<file path="src/rtl/wpn_pkg.sv">
package wpn_pkg;
  localparam int REG_W    = 32;
  localparam int EN_BASE  = 'h010;
  localparam int CFG_BASE = 'h110;

  typedef enum logic [2:0] {
    TRIG_LVL_LO = 3'b000,
    TRIG_FALL   = 3'b010,
    TRIG_LVL_HI = 3'b100,
    TRIG_RISE   = 3'b110,
    TRIG_BOTH   = 3'b111
  } trig_e;

  typedef struct packed {
    logic active;
    logic edge_m;
    logic inv;
    logic both;
  } chan_mode_t;

  function automatic chan_mode_t decode_trig(input logic [2:0] code);
    chan_mode_t m;
    m = '0;
    case (code)
      TRIG_LVL_LO: m = '{active: 1'b1, edge_m: 1'b0, inv: 1'b1, both: 1'b0};
      TRIG_FALL:   m = '{active: 1'b1, edge_m: 1'b1, inv: 1'b1, both: 1'b0};
      TRIG_LVL_HI: m = '{active: 1'b1, edge_m: 1'b0, inv: 1'b0, both: 1'b0};
      TRIG_RISE:   m = '{active: 1'b1, edge_m: 1'b1, inv: 1'b0, both: 1'b0};
      TRIG_BOTH:   m = '{active: 1'b1, edge_m: 1'b1, inv: 1'b0, both: 1'b1};
      default:     m = '0;
    endcase
    return m;
  endfunction
endpackage

</file>
<file path="src/rtl/wpn_regs.sv">
module wpn_regs
  import wpn_pkg::*;
#(
  parameter int NUM_CH = 168,
  parameter int ADDR_W = 12
) (
  input  logic                   clk_i,
  input  logic                   rst_ni,
  input  logic                   wr_en_i,
  input  logic [ADDR_W-1:0]      addr_i,
  input  logic [REG_W-1:0]       wdata_i,
  output logic [REG_W-1:0]       rdata_o,
  output logic [NUM_CH-1:0]      en_o,
  output logic [NUM_CH-1:0][2:0] cfg_o,
  output logic [NUM_CH-1:0]      mute_o
);
  localparam int EN_WORDS = (NUM_CH + REG_W - 1) / REG_W;
  localparam int WA_W     = ADDR_W - 2;
  localparam int EN_SEL_W = (EN_WORDS > 1) ? $clog2(EN_WORDS) : 1;
  localparam int CH_SEL_W = (NUM_CH > 1) ? $clog2(NUM_CH) : 1;
  localparam logic [WA_W-1:0] EN_LO  = WA_W'(EN_BASE / 4);
  localparam logic [WA_W-1:0] EN_HI  = WA_W'(EN_BASE / 4 + EN_WORDS);
  localparam logic [WA_W-1:0] CFG_LO = WA_W'(CFG_BASE / 4);
  localparam logic [WA_W-1:0] CFG_HI = WA_W'(CFG_BASE / 4 + NUM_CH);

  logic [WA_W-1:0]     widx, en_off, cfg_off;
  logic                aligned, en_hit, cfg_hit;
  logic [EN_SEL_W-1:0] en_sel;
  logic [CH_SEL_W-1:0] cfg_sel;

  assign widx    = addr_i[ADDR_W-1:2];
  assign aligned = (addr_i[1:0] == 2'b00);
  assign en_hit  = aligned && (widx >= EN_LO) && (widx < EN_HI);
  assign cfg_hit = aligned && (widx >= CFG_LO) && (widx < CFG_HI);
  assign en_off  = widx - EN_LO;
  assign cfg_off = widx - CFG_LO;
  assign en_sel  = en_off[EN_SEL_W-1:0];
  assign cfg_sel = cfg_off[CH_SEL_W-1:0];

  logic [NUM_CH-1:0]      en_q, mute_q, en_wr_v, cfg_wr_v;
  logic [NUM_CH-1:0][2:0] cfg_q;
  logic [EN_WORDS-1:0][REG_W-1:0] en_words;

  for (genvar c = 0; c < NUM_CH; c++) begin : g_dec
    assign en_wr_v[c]  = wr_en_i && en_hit && (en_sel == EN_SEL_W'(c / REG_W));
    assign cfg_wr_v[c] = wr_en_i && cfg_hit && (cfg_sel == CH_SEL_W'(c));
  end

  for (genvar w = 0; w < EN_WORDS; w++) begin : g_word
    for (genvar b = 0; b < REG_W; b++) begin : g_bit
      if (w * REG_W + b < NUM_CH) begin : g_live
        assign en_words[w][b] = en_q[w * REG_W + b];
      end else begin : g_pad
        assign en_words[w][b] = 1'b0;
      end
    end
  end

  always_ff @(posedge clk_i or negedge rst_ni) begin
    if (!rst_ni) begin
      en_q   <= '0;
      cfg_q  <= '0;
      mute_q <= '0;
    end else begin
      for (int c = 0; c < NUM_CH; c++) begin
        // mute covers the cycle where a new polarity meets old edge history
        mute_q[c] <= cfg_wr_v[c] || (en_wr_v[c] && wdata_i[c % REG_W] && !en_q[c]);
        if (en_wr_v[c])  en_q[c]  <= wdata_i[c % REG_W];
        if (cfg_wr_v[c]) cfg_q[c] <= wdata_i[2:0];
      end
    end
  end

  always_comb begin
    rdata_o = '0;
    if (en_hit)       rdata_o = en_words[en_sel];
    else if (cfg_hit) rdata_o = {{(REG_W-3){1'b0}}, cfg_q[cfg_sel]};
  end

  assign en_o   = en_q;
  assign cfg_o  = cfg_q;
  assign mute_o = mute_q;
endmodule

</file>
<file path="src/rtl/wpn_chan.sv">
module wpn_chan
  import wpn_pkg::*;
(
  input  logic       clk_i,
  input  logic       rst_ni,
  input  logic       irq_i,
  input  logic       en_i,
  input  logic [2:0] cfg_i,
  input  logic       mute_i,
  output logic       sync_o,
  output logic       irq_o
);
  chan_mode_t mode;
  logic sync_q, hist_q, norm, evt;

  assign mode = decode_trig(cfg_i);
  assign norm = sync_q ^ mode.inv;
  assign evt  = mode.both ? (norm ^ hist_q) : (norm & ~hist_q);

  always_ff @(posedge clk_i or negedge rst_ni) begin
    if (!rst_ni) begin
      sync_q <= 1'b0;
      hist_q <= 1'b0;
    end else begin
      sync_q <= irq_i;
      hist_q <= norm;
    end
  end

  assign sync_o = sync_q;
  assign irq_o  = en_i && mode.active && (mode.edge_m ? (evt && !mute_i) : norm);
endmodule

</file>
<file path="src/rtl/wake_pol_norm.sv">
module wake_pol_norm
  import wpn_pkg::*;
#(
  parameter int NUM_CH = 168,
  parameter int ADDR_W = 12
) (
  input  logic              clk_i,
  input  logic              rst_ni,
  input  logic              wr_en_i,
  input  logic [ADDR_W-1:0] addr_i,
  input  logic [REG_W-1:0]  wdata_i,
  output logic [REG_W-1:0]  rdata_o,
  input  logic [NUM_CH-1:0] irq_i,
  output logic [NUM_CH-1:0] irq_o
);
  logic [NUM_CH-1:0]      en_q, mute_q, sync_vec;
  logic [NUM_CH-1:0][2:0] cfg_q;

  wpn_regs #(.NUM_CH(NUM_CH), .ADDR_W(ADDR_W)) u_regs (
    .clk_i   (clk_i),
    .rst_ni  (rst_ni),
    .wr_en_i (wr_en_i),
    .addr_i  (addr_i),
    .wdata_i (wdata_i),
    .rdata_o (rdata_o),
    .en_o    (en_q),
    .cfg_o   (cfg_q),
    .mute_o  (mute_q)
  );

  for (genvar c = 0; c < NUM_CH; c++) begin : g_ch
    wpn_chan u_chan (
      .clk_i  (clk_i),
      .rst_ni (rst_ni),
      .irq_i  (irq_i[c]),
      .en_i   (en_q[c]),
      .cfg_i  (cfg_q[c]),
      .mute_i (mute_q[c]),
      .sync_o (sync_vec[c]),
      .irq_o  (irq_o[c])
    );
  end
endmodule

</file>
<file path="config.mk">
export PLATFORM = sky130hd
export DESIGN_NAME = wake_pol_norm
export DESIGN_NICKNAME = d
export VERILOG_FILES = /design/src/rtl/wpn_pkg.sv /design/src/rtl/wpn_regs.sv /design/src/rtl/wpn_chan.sv /design/src/rtl/wake_pol_norm.sv
export SDC_FILE = /design/constraint.sdc
export NUM_CORES = 2
export LEC_CHECK = 0
export ABC_AREA = 0
export BUFFER_PORTS_ARGS = -buffer_cell sky130_fd_sc_hd__buf_2
export CAP_MARGIN = 30
export CORE_UTILIZATION = 43
export DETAILED_ROUTE_END_ITERATION = 10
export PLACE_DENSITY_LB_ADDON = 0.05
export SYNTH_ARGS = -nofsm -noshare
export SYNTH_HDL_FRONTEND = slang
export SYNTH_SLANG_ARGS = --single-unit
</file>
<file path="constraint.sdc">
create_clock -name clk_i -period 13.39 [get_ports clk_i]
set_input_delay 3.3475 -clock clk_i [delete_from_list [all_inputs] [get_ports clk_i]]
set_output_delay 3.3475 -clock clk_i [all_outputs]
set_load 0.01 [all_outputs]
</file>
# After elaboration in Yosys (flattened, before gate mapping)
# Cells that the tools add are included.
# classes
n_addsub,2
multipliers,0
div_mod_pow,0
n_lt_le_gt_ge,6
eq_ne,844
n_shift,0
mux,510
bitwise,672
reduce_logical,1695
# ops
cell,count
4-bit one-hot mux with 5 select lines,168
3-bit equality test (second input constant),506
1-bit logical AND,1020
8-bit by 7-bit equality test with 1-bit output (second input constant),64
3-bit by 2-bit equality test with 1-bit output (second input constant),170
3-bit logical NOT,169
1-bit logical NOT,336
1-bit two-way mux,336
1-bit XOR,336
8-bit equality test (second input constant),40
8-bit by 6-bit equality test with 1-bit output (second input constant),32
1-bit AND,168
1-bit logical OR,168
1-bit NOT,168
8-bit by 5-bit equality test with 1-bit output (second input constant),16
32-bit binary-select mux with 3-bit select,1
8-bit by 4-bit equality test with 1-bit output (second input constant),8
32-bit two-way mux,2
8-bit by 3-bit equality test with 1-bit output (second input constant),4
3-bit binary-select mux with 8-bit select,1
8-bit by 2-bit equality test with 1-bit output (second input constant),2
10-bit by 3-bit greater-or-equal comparator with 1-bit output (second input constant),1
10-bit by 7-bit greater-or-equal comparator with 1-bit output (second input constant),1
10-bit by 4-bit < comparator with 1-bit output (second input constant),1
other kinds (10),11
# word_totals
register_bits,1176
latch_bits,0
ramBits,0
rom_bits,0
inputBits,215
out_inout_bits,200
memories,0

# Longest topological paths before layout
# depth
depth_word,8
depth_mapped,16

# By module
# A second synthesis with hierarchy kept.
# hier_totals
hier_cells,4995
hier_area_um2,58356.0
# by_module_without_submodules
mod,n_inst,cells_per_inst,area_each_um2,seq_area_each_um2
wpn_regs,1,2811,37756.2,21020.2
wpn_chan,168,13,122.6,50.0

# Worst setup path before layout
# Ideal clock, no wire load.
# synth_path
path_type,input-to-output
start,input addr_i[4]
end,output rdata_o[2]
arrival_time_ns,6.191
t_required_ns,10.042
slack_ns,3.851
cell_stages,13
path_cell_list,buf_2 clkinv_1 buf_1 clkbuf_1 ha_1 clkbuf_1 nor2b_1 a32oi_1 buf_2 o22ai_1 o21ai_0 nand4_1 o2bb2ai_1
# synth_between
elab_chain_cells,5
word_cells_on_any_way,16
# synth_rtl
item,line_no,source
start: declaration,wake_pol_norm.sv:10,"input logic [ADDR_W-1:0] addr_i,"
8-bit by 7-bit subtractor with 8-bit output or 10-bit by 7-bit greater-or-equal comparator with 1-bit output (tied branches),"wpn_regs.sv:36, wpn_regs.sv:34",
3-bit binary-select mux with 8-bit select or 1-bit logical AND (tied branches),"wpn_regs.sv:77, wpn_regs.sv:34",
3-bit two-way mux (not written as such) or 1-bit logical AND (tied branches),"wpn_regs.sv:77, wpn_regs.sv:34",
3-bit two-way mux,wpn_regs.sv:77,"else if (cfg_hit) rdata_o = {{(REG_W-3){1'b0}}, cfg_q[cfg_sel]};"
32-bit two-way mux *,wpn_regs.sv:76,if (en_hit) rdata_o = en_words[en_sel];
end: declaration,wake_pol_norm.sv:12,"output logic [REG_W-1:0] rdata_o,"
# Mark *: on every way between the ends. The rest lies on a longest branch, timed or not. The select of a mux whose other input is x is not followed.

# Worst setup path after layout
# Ends and elaborated chain as after synthesis.

==> results.txt <==
Routed WL: 214.4 mm
WL/cell: 29.55 microns
Final setup viols: 0
Post-synth ARST share: 100.0%
commonest cells after routing, fill and taps aside: dfrtp_1, nor2_1, inv_1
CTS clock-pin slew for the worst setup and hold paths: 0.06 ns
ratio of cells with drive above 1 in the final layout: 26.01%
CP Class: input port to primary output
Critical Path Source: addr_i[4]
failing checks: DRC
cell internal pwr: 5.939 mW
post-CTS setup buffer count: 0
Final ANT Viol Nets: 0
post-DP HPWL: 156.4 mm
crit end category: primary output
Non-Filler Instances: 7255
die area: 136500 sq um
critical path's slowest cell: a311oi_1
Post-CTS Resized: 0
initial antenna violation count: 29
Switching Fraction: 24.55%
initial core utilization: 43.45%
Overall Global Routing Usage: 31.53%
mux contribution to synthesized area: 16.93%
Stages on worst setup path: 13
Iteration-0 DRC Markers: 4384
Synth Area in Simple Gates: 8.786%
Peak VDD IR: 87.94 uV
main combinational cell family by area after synthesis: multiplexers
reg2reg end: u_regs.mute_o[149]
pin count of the biggest net entering global routing: 160
Core ar.: 133600 sq um
Mapped Avg Cell Area: 11.25 sq um
Die Wd: 369.4 microns
commonest non-fill, non-tap cell in the layout: dfrtp_1
Distinct cells, synth: 64
post-synthesis compound-gate area fraction: 9.560%
Max Cap Violations: 0
global-route wire length before repair: 304.6 mm
WP data arrival: 8.13 ns
worst relative slew slack: 25.70%
minimum clock period: 11.48 ns
crit-path max FO: 44
Die Y: 369.4 microns
vias in the first global route: 40050
Final Hold Fails: 0
Hold Path Origin: g_ch[51].u_chan.sync_o
WP data required: 10.04 ns
Reg2Reg Launch Point: u_regs.en_o[149]
Pwr Density: 120.7 nW/um^2
#FFs+latches synth: 1176
fmax: 0.08714 GHz
CTS tree: built
Clock Tree Buf Depth: 3
crit path cell chain: buf_4 -> clkinv_1 -> buf_4 -> ha_1 -> nor2_1 -> a32o_1 -> nand3_1 -> buf_4 -> nor2b_1 -> a311oi_1 -> nand4_1 -> o2bb2ai_1 -> buf_2
IO Port Bufs: 414
Critical Path Most Common Cell: buf_4
flop2flop setup slack: 12.19 ns
sequential share of the synthesized area: 50.69%
CTS root buf: clkbuf_16
Post-Syn Nets: 5549
Hold Path Class: flop to flop
clock group share of total power: 47.1%
fin crit share: 85.70%
Buf+Inv Stages, Crit Path: 5
final-layout fill cell count: 12200
sequential cell fraction of total power: 46.5%
placed insts: 7006
Slew Limit Fails: 0
xor/xnor cell area share of the yosys netlist: 2.550%
Syn Inst Count: 5160
vias per cell: 5.768
adder-cell share of the synthesized area: 3.750%
gr ovfl total: 0
prevailing post-synth register cell: dfrtp_1
combinational share of power: 6.4%
status: finished, violations left
RSZ-0062 raised after global routing: false
leak pwr: 30.02 nW
Util after Layout: 48.79%
IO Count: 415
Clock Latency Late Sink: 0.79 ns
crit path launch type: input port
worst reg-to-reg path cell count: 1
slew at the pin closest to its max-slew limit: 1.107 ns
setup TNS: 0 ns
CTS Hold Bufs: 0
H-Tree Depth: 4
via count: 41840
NetSw: 1.932 mW
clk sinks: 1176
first drt pass iteration count: 8
routability cong.: 0.9456
row cnt: 134
Worst path max stage delay: 0.91 ns
nets@finish: 5765
Mapped Area: 58060 sq um
Setup crit end: rdata_o[2]
DRC violations left: 66
Synthesis Warnings: 0
Area Growth Syn to Fin: 12.31%
Largest delay share family, worst path: compound AO/OA/AOI/OAI gates
clock skew: 0.02356 ns
EDFF count, synth: 0
TritonCTS buffer count: 136
## logic make-up (layout without fill, tap and decap cells)
family                   Yosys count  in the layout
buffers and inverters            983           1301
AND/OR/NAND/NOR                 1180           1180
AO/OA/AOI/OAI                    777            777
adder cells (fa/ha/maj)          174            174
multiplexers                     701            701
XOR/XNOR                         169            169
other                              0              9
flip-flops                      1176           1176
## flip-flops by register name (all words and copies together), names as in the netlist
name,cells
u_regs.cfg_o,504
g_ch.u_chan.hist_q,168
g_ch.u_chan.sync_o,168
u_regs.en_o,168
u_regs.mute_o,168
## worst min path at each step
stage	end	cells after the start	slack, ns
2_1_floorplan	g_ch[0].u_chan.hist_q	1	0.46
3_3_place_gp	g_ch[83].u_chan.hist_q	1	0.47
3_5_place_dp	g_ch[51].u_chan.hist_q	1	0.47
4_1_cts	g_ch[43].u_chan.hist_q	1	0.48
5_1_grt	g_ch[164].u_chan.hist_q	1	0.50
6_report	g_ch[51].u_chan.hist_q	1	0.48
## cell usage after synthesis, types with 3 or more instances
cell         n  area share [%]
xor2_1     168             2.5
nor2_1     581             3.8
a22oi_1      8            0.10
a211oi_1     3           0.039
o22ai_1    175             1.9
buf_6        6            0.12
o211ai_1     3           0.039
nor2b_1    153             1.6
o32ai_1    136             2.1
mux2_2     506             9.8
o21ai_0    176             1.5
clkinv_1     8           0.052
clkbuf_1   142            0.92
nor3b_1      6           0.078
nand4_1     13            0.14
or3_1        4           0.043
nor3_1       9           0.078
and2_1       5           0.054
a21oi_1     31            0.27
nor4_1       3           0.032
dfrtp_1   1176              51
a311oi_1     3           0.045
nand2_1    356             2.3
a31o_2      33            0.50
a221oi_1     5           0.075
a22o_1       6           0.091
mux2i_1     21            0.36
a32oi_1    171             2.6
inv_1      568             3.7
nand4_2      8            0.17
buf_4      179             2.3
buf_2       69            0.59
o21ai_1      4           0.034
mux4_2     174             6.7
ha_1       174             3.7
and3_1      26            0.28
nand2b_1     4           0.043
a31oi_1      4           0.043
buf_1       11           0.071
## area by class of cell
class | instances | area (sq um) | area share (%)
multi-input combinational | 3001 | 24230 | 37.16
timing repair buffer | 485 | 2761 | 4.235
antenna | 9 | 22.52 | 0.03454
clock inverter | 30 | 274.0 | 0.4203
tap | 1768 | 2212 | 3.393
sequential | 1176 | 29430 | 45.13
clock buffer | 210 | 4110 | 6.304
inverter | 576 | 2162 | 3.316
## power by group through the flow
stage	combinational [mW]	sequential, mW	clock, mW
floorplan	0.264	3.70	0
global placement	0.496	3.73	0
detailed placement	0.505	3.73	0
CTS	0.507	3.66	3.77
global route	0.555	3.66	3.91
finish	0.505	3.66	3.70
## per-layer routing
| layer | part of all wire [%] | GRT usage (%) | vias to the layer above |
|---|---|---|---|
| li1 | - | - | 18290 |
| met4 | 3.9 | 12.24 | 16 |
| met2 | 45 | 47.04 | 1596 |
| met3 | 7.8 | 6.488 | 348 |
| met1 | 43 | 44.92 | 21590 |
| met5 | 0.048 | 0 | - |
## stage by stage
step                power [mW]  worst slack, ns  hold slack, ns  cell area (sq um)
detailed placement       4.232            2.129          0.4735              60790
global route             8.128            1.891          0.4980              65180
finish                   7.871            1.915          0.4775              65200
CTS                      7.938            2.124          0.4788              65180
floorplan                3.964            3.851          0.4554              58060
global placement         4.223            2.073          0.4718              60710
Power figures use the tool's default switching activity.
